--- src/rtl/exc_pkg.sv ---
package exc_pkg;
  localparam int CCR_IBIT = 3;

  typedef enum logic [3:0] {
    S_IDLE, S_PSH_PCL, S_PSH_PCH, S_PSH_X, S_PSH_A, S_PSH_CCR,
    S_VEC_H, S_VEC_L,
    S_PUL_CCR, S_PUL_A, S_PUL_X, S_PUL_PCH, S_PUL_PCL, S_FETCH
  } seq_st_e;

  function automatic logic st_push(seq_st_e s);
    return s inside {S_PSH_PCL, S_PSH_PCH, S_PSH_X, S_PSH_A, S_PSH_CCR};
  endfunction

  function automatic logic st_pull(seq_st_e s);
    return s inside {S_PUL_CCR, S_PUL_A, S_PUL_X, S_PUL_PCH, S_PUL_PCL};
  endfunction

  // address of the vector high byte for a source index
  function automatic logic [15:0] vec_hi_addr(logic [15:0] base, logic [7:0] idx);
    return base + {7'd0, idx, 1'b0};
  endfunction

  // pulls pre-increment the stack pointer
  function automatic logic [15:0] pull_addr(logic [15:0] sp_v);
    return sp_v + 16'd1;
  endfunction
endpackage

--- src/rtl/exc_arbiter.sv ---
module exc_arbiter #(
  parameter int NSRC = 8,
  localparam int IDW = (NSRC > 1) ? $clog2(NSRC) : 1
) (
  input  logic [NSRC-1:0] req,
  input  logic [NSRC-1:0] en,
  input  logic            mask,
  output logic            any_ok,
  output logic [IDW-1:0]  win_id
);
  logic [NSRC-1:0] qual;

  for (genvar i = 0; i < NSRC; i++) begin : g_qual
    assign qual[i] = req[i] & en[i];
  end

  logic found;
  always_comb begin
    win_id = '0;
    found  = 1'b0;
    for (int i = 0; i < NSRC; i++) begin
      if (qual[i] && !found) begin
        win_id = IDW'(i);
        found  = 1'b1;
      end
    end
  end

  assign any_ok = found & ~mask;
endmodule

--- src/rtl/exc_fsm.sv ---
module exc_fsm
  import exc_pkg::*;
(
  input  logic    clk,
  input  logic    rst_n,
  input  logic    insn_done,
  input  logic    rti_req,
  input  logic    take,
  output seq_st_e st,
  output logic    accept_evt
);
  seq_st_e nx;

  assign accept_evt = ((st == S_IDLE) && !rti_req && insn_done && take) ||
                      ((st == S_FETCH) && take);

  always_comb begin
    nx = st;
    unique case (st)
      S_IDLE: begin
        if (rti_req)                nx = S_PUL_CCR;
        else if (insn_done && take) nx = S_PSH_PCL;
      end
      S_PSH_PCL: nx = S_PSH_PCH;
      S_PSH_PCH: nx = S_PSH_X;
      S_PSH_X:   nx = S_PSH_A;
      S_PSH_A:   nx = S_PSH_CCR;
      S_PSH_CCR: nx = S_VEC_H;
      S_VEC_H:   nx = S_VEC_L;
      S_VEC_L:   nx = S_IDLE;
      S_PUL_CCR: nx = S_PUL_A;
      S_PUL_A:   nx = S_PUL_X;
      S_PUL_X:   nx = S_PUL_PCH;
      S_PUL_PCH: nx = S_PUL_PCL;
      S_PUL_PCL: nx = S_FETCH;
      S_FETCH:   nx = take ? S_PSH_PCL : S_IDLE;
      default:   nx = S_IDLE;
    endcase
  end

  always_ff @(posedge clk or negedge rst_n) begin
    if (!rst_n) st <= S_IDLE;
    else        st <= nx;
  end
endmodule

--- src/rtl/exc_seq.sv ---
module exc_seq
  import exc_pkg::*;
#(
  parameter int          NSRC     = 8,
  parameter logic [15:0] VEC_BASE = 16'hFFE0,
  parameter logic [15:0] SP_RST   = 16'h00FF,
  parameter logic [7:0]  CCR_RST  = 8'h08,
  localparam int IDW = (NSRC > 1) ? $clog2(NSRC) : 1
) (
  input  logic            clk,
  input  logic            rst_n,
  input  logic [NSRC-1:0] irq_req,
  input  logic [NSRC-1:0] irq_en,
  input  logic            insn_done,
  input  logic            rti_req,
  input  logic            ld_en,
  input  logic [15:0]     ld_pc,
  input  logic [15:0]     ld_sp,
  input  logic [7:0]      ld_a,
  input  logic [7:0]      ld_x,
  input  logic [7:0]      ld_ccr,
  input  logic [7:0]      bus_din,
  output logic            bus_en,
  output logic            bus_rw,
  output logic [15:0]     bus_addr,
  output logic [7:0]      bus_dout,
  output logic            busy,
  output logic            irq_ack,
  output logic [IDW-1:0]  ack_id,
  output logic            op_vld,
  output logic [7:0]      op_byte,
  output logic [15:0]     pc,
  output logic [15:0]     sp,
  output logic [7:0]      a,
  output logic [7:0]      x,
  output logic [7:0]      ccr
);
  logic [15:0] pc_q, sp_q;
  logic [7:0]  a_q, x_q, ccr_q;
  logic [IDW-1:0] win_q, win_id;
  logic take, accept_evt;
  seq_st_e st;

  // named internal events for the checker
  logic push_evt, pull_evt, vec_evt, ccr_push_evt, fetch_evt;
  logic [15:0] vec_hi;

  exc_arbiter #(.NSRC(NSRC)) u_arb (
    .req   (irq_req),
    .en    (irq_en),
    .mask  (ccr_q[CCR_IBIT]),
    .any_ok(take),
    .win_id(win_id)
  );

  exc_fsm u_fsm (
    .clk       (clk),
    .rst_n     (rst_n),
    .insn_done (insn_done),
    .rti_req   (rti_req),
    .take      (take),
    .st        (st),
    .accept_evt(accept_evt)
  );

  assign push_evt     = st_push(st);
  assign pull_evt     = st_pull(st);
  assign vec_evt      = (st == S_VEC_H) || (st == S_VEC_L);
  assign ccr_push_evt = (st == S_PSH_CCR);
  assign fetch_evt    = (st == S_FETCH);
  assign vec_hi       = vec_hi_addr(VEC_BASE, 8'(win_q));

  // bus drive
  always_comb begin
    bus_addr = '0;
    bus_dout = '0;
    unique case (st)
      S_PSH_PCL: bus_dout = pc_q[7:0];
      S_PSH_PCH: bus_dout = pc_q[15:8];
      S_PSH_X:   bus_dout = x_q;
      S_PSH_A:   bus_dout = a_q;
      S_PSH_CCR: bus_dout = ccr_q;
      default:   bus_dout = '0;
    endcase
    if (push_evt)           bus_addr = sp_q;
    else if (pull_evt)      bus_addr = pull_addr(sp_q);
    else if (st == S_VEC_H) bus_addr = vec_hi;
    else if (st == S_VEC_L) bus_addr = vec_hi + 16'd1;
    else if (fetch_evt)     bus_addr = pc_q;
  end

  assign bus_en  = (st != S_IDLE);
  assign bus_rw  = !push_evt;
  assign busy    = (st != S_IDLE);
  assign irq_ack = accept_evt;
  assign ack_id  = win_id;
  assign op_vld  = fetch_evt && !take;
  assign op_byte = bus_din;

  // register file
  always_ff @(posedge clk or negedge rst_n) begin
    if (!rst_n) begin
      pc_q  <= '0;
      sp_q  <= SP_RST;
      a_q   <= '0;
      x_q   <= '0;
      ccr_q <= CCR_RST;
      win_q <= '0;
    end else begin
      if (st == S_IDLE && ld_en) begin
        pc_q  <= ld_pc;
        sp_q  <= ld_sp;
        a_q   <= ld_a;
        x_q   <= ld_x;
        ccr_q <= ld_ccr;
      end
      if (accept_evt) win_q <= win_id;
      if (push_evt) sp_q <= sp_q - 16'd1;
      if (pull_evt) sp_q <= pull_addr(sp_q);
      unique case (st)
        S_PSH_CCR: ccr_q[CCR_IBIT] <= 1'b1;
        S_VEC_H:   pc_q[15:8]      <= bus_din;
        S_VEC_L:   pc_q[7:0]       <= bus_din;
        S_PUL_CCR: ccr_q           <= bus_din;
        S_PUL_A:   a_q             <= bus_din;
        S_PUL_X:   x_q             <= bus_din;
        S_PUL_PCH: pc_q[15:8]      <= bus_din;
        S_PUL_PCL: pc_q[7:0]       <= bus_din;
        default: ;
      endcase
    end
  end

  assign pc  = pc_q;
  assign sp  = sp_q;
  assign a   = a_q;
  assign x   = x_q;
  assign ccr = ccr_q;
endmodule

--- config.mk ---
export PLATFORM = sky130hd
export DESIGN_NAME = exc_seq
export DESIGN_NICKNAME = d
export VERILOG_FILES = /design/src/rtl/exc_pkg.sv /design/src/rtl/exc_arbiter.sv /design/src/rtl/exc_fsm.sv /design/src/rtl/exc_seq.sv
export SDC_FILE = /design/constraint.sdc
export NUM_CORES = 1
export LEC_CHECK = 0
export ABC_CLOCK_PERIOD_IN_PS = 2900
export BUFFER_PORTS_ARGS = -buffer_cell sky130_fd_sc_hd__buf_4
export CAP_MARGIN = 20
export CORE_MARGIN = 3
export CORE_UTILIZATION = 40
export CTS_CLUSTER_DIAMETER = 200
export DETAILED_ROUTE_END_ITERATION = 8
export PLACE_DENSITY = 0.68
export SYNTH_ARGS = -nofsm -noshare
export SYNTH_HDL_FRONTEND = slang
export SYNTH_SLANG_ARGS = --single-unit
--- constraint.sdc ---
create_clock -name clk -period 2.9 [get_ports clk]
set_input_delay 0.58 -clock clk [delete_from_list [all_inputs] [get_ports clk]]
set_output_delay 0.58 -clock clk [all_outputs]
set_load 0.01 [all_outputs]
==> key figures <==
Detailed routing
  • Router iterations before antenna repair: 5
  • Routed Wire Length: 18000 µm
  • DRC viols: 0
  • WL/cell: 20.2 µm
  • DR iter-0 viols: 513
  • Remaining antenna violation count: 0
  • Detailed-route via count: 5286
  • Vias per cell: 5.91

Finish
  • N_diodes: 0
  • Final Non-Filler Cells: 894
  • Fillers: 1031
  • Share of cells above drive strength 1: 0.363
  • NumNets Final: 838
  • Area Overhead vs Synth: 42.8%

Global routing
  • Largest net degree at the start of global routing: 64
  • GR Overflow Total: 0
  • Initial antenna violation count: 0
  • Vias in the first global route: 5077
  • Global Route Usage Sum: 0.279
  • First-pass GRT wire length: 28200 µm

Setup path
  • RR Endpoint: sp[12]
  • R2r worst-path depth: 8
  • Type of destination of the critical path: output port
  • CP arrival: 2.27 ns
  • Crit path max fanout: 5
  • Kind of critical path: flip-flop to output port
  • Critical Path Start Type: flip-flop
  • Required time of the critical path: 2.32 ns
  • Reg2Reg Setup Slack: 0.45 ns
  • Worst r2r src: sp[0]

STA
  • Slew HR: 0.442
  • Final hold vios: 0
  • Final Cycle Share: 0.981
  • Final setup viols: 0
  • Worst-Margin Slew: 0.837 ns
  • Fin crit period: 2.85 ns
  • RSZ-0062 raised after global routing: yes
  • FMAX: 351 MHz
  • Final Max Tran Viols: 0
  • Worst clock skew: 0.0101 ns
  • Fin Hold WS: 0.350 ns

Synthesis
  • Async SR Flop Fraction: 1.00
  • Top-area cell type share of the netlist area: 0.300
  • EDFF count, synth: 0
  • Synth Warn #: 0
  • Avg Inst Size Synth: 7.95 µm²
  • Synthesized netlist cell count: 567
  • Main synth FF type: dfrtp_1
  • Cell with the most instances after synthesis: nand2_1
  • Synth cell types: 63
  • Sequential area share after synthesis: 0.352
  • Top post-synthesis cells by count: nand2_1, nor2_1, dfrtp_1
  • Synth top area cells: dfrtp_1, nand2_1, nor2_1
  • Post-synthesis cell area: 4510 µm²
  • Seq cells post-synth: 63
  • Biggest area consumer among synthesized cells: dfrtp_1
  • Syn_nets: 654

Placed design
  • Dpl hpwl: 13300 µm
  • Placed insts: 862
  • Final Wtd Congestion: 0.939
  • Port bufs: 180

Power
  • Pwr Density: 1280 nW/µm²
  • Leak: 2.95 nW
  • Worst IR Drop VDD: 0.664 mV

Clock network
  • Htree depth: 3
  • Total clock buffers created by CTS: 9
  • CTS sink cnt: 63
  • Clk_lat worst skew: 0.33 ns
  • Maximum buffer depth of the clock tree: 2
  • CTS tree: yes
  • CTS Hold Bufs: 0
  • Reg clk slew, reported paths: 0.05 ns
  • Root buf cell: clkbuf_16

Floorplanning
  • Die height: 112 µm
  • Starting Density: 0.412
  • Die width: 112 µm
  • # IOs: 181
  • CORE AREA: 10900 µm²
  • # rows: 38
  • Die area: 12600 µm²

Min path
  • Hold Crit Class: input pin to async pin

Run
  • Max-cap violations: 0

Run status
  • Status: finished, final reports clean
power by group:
part	leakage, nW	internal, mW	switching [mW]
registers	0.731	1.39	0.635
logic	2.09	2.37	2.82
clock network	0.129	0.613	0.389
total	2.95	4.37	3.85
cells by family after synthesis:
family / after synthesis / share of synthesized area
flops: 63 / 0.352
simple gates: 231 / 0.246
xor+xnor: 9 / 0.0175
buf+inv: 62 / 0.0700
mux: 12 / 0.0275
compound gates: 188 / 0.281
fa+ha+maj: 2 / 0.00555
layer usage:
layer / vias to the layer above / track usage / routed length [µm]
met1: 2517 / 0.377 / 7550
met2: 286 / 0.455 / 8620
li1: 2462 / - / -
met5: - / 0 / 0
met4: 0 / 0.0665 / 255
met3: 21 / 0.0674 / 1620
worst max-delay path, stage by stage, from the launching register on:
cell and delay (ns):
dfstp_2 0.62, buf_4 0.15, and3_1 0.19, nand3_1 0.12, or2_2 0.30, mux2i_1 0.27
a211o_1 0.17, buf_4 0.12
registers in the layout, summed over array words and instances (netlist names):
| name | flops |
|---|---|
| x | 8 |
| sp | 16 |
| win_q | 3 |
| u_fsm.st | 4 |
| ccr | 8 |
| pc | 16 |
| a | 8 |
layout by cell type, fill, tap and decap left out, drive strengths merged, types with 6 or more instances in the layout:
| cell type | netlist | layout |
|---|---|---|
| nor2 | 66 | 66 |
| o22ai | 25 | 25 |
| nand3 | 15 | 15 |
| mux2i | 9 | 9 |
| dfstp | 9 | 9 |
| dfrtp | 54 | 54 |
| a221o | 10 | 10 |
| nand2 | 86 | 86 |
| o21ai | 41 | 41 |
| buf | 36 | 225 |
| clkbuf | 16 | 11 |
| nor2b | 7 | 7 |
| a22oi | 24 | 24 |
| inv | 9 | 9 |
| and3 | 6 | 6 |
| xor2 | 7 | 7 |
| or3 | 8 | 8 |
| nor3 | 11 | 11 |
| a21oi | 34 | 34 |
| a31oi | 9 | 9 |
| nor4 | 7 | 7 |
| o211ai | 7 | 7 |
worst max-delay path by stage:
stage,startpoint,end,depth (start not counted)
floorplan,sp[0],bus_addr[6],4
global placement,sp[0],bus_addr[14],7
detailed placement,sp[0],bus_addr[14],7
CTS,sp[0],bus_addr[6],7
global route,sp[1],bus_addr[15],8
finish,sp[1],bus_addr[5],7
cell type report:
| cell class | instances | area, µm² | share of cell area |
|---|---|---|---|
| inverters | 10 | 37.5 | 0.00584 |
| repair buffers | 225 | 1700 | 0.265 |
| clock inverters | 3 | 20.0 | 0.00311 |
| multi-input cells | 442 | 2660 | 0.413 |
| clock buffers | 11 | 253 | 0.0393 |
| well taps | 140 | 175 | 0.0272 |
| flip-flops and latches | 63 | 1590 | 0.247 |
per-stage QoR:
stage	util	setup slack, ns	TNS, ns	cell area (µm²)	power (mW)
6_report	0.588	0.0545	0	6430	8.21
5_1_grt	0.588	-0.0538	-0.0752	6430	8.82
4_1_cts	0.573	0.00729	0	6270	7.97
3_5_place_dp	0.546	0.208	0	5970	6.92
3_3_place_gp	0.546	0.293	0	5970	6.86
2_1_floorplan	-	0.505	0	4510	4.73
repair_timing:
| item | CTS | global route |
|---|---|---|
| gates resized for setup | 4 | 10 |
| pin swaps | 0 | 0 |
| setup endpoints to repair | 13 | 11 |
| setup buffers | 1 | 17 |
No activity file was read; power rests on OpenSTA's default activity.
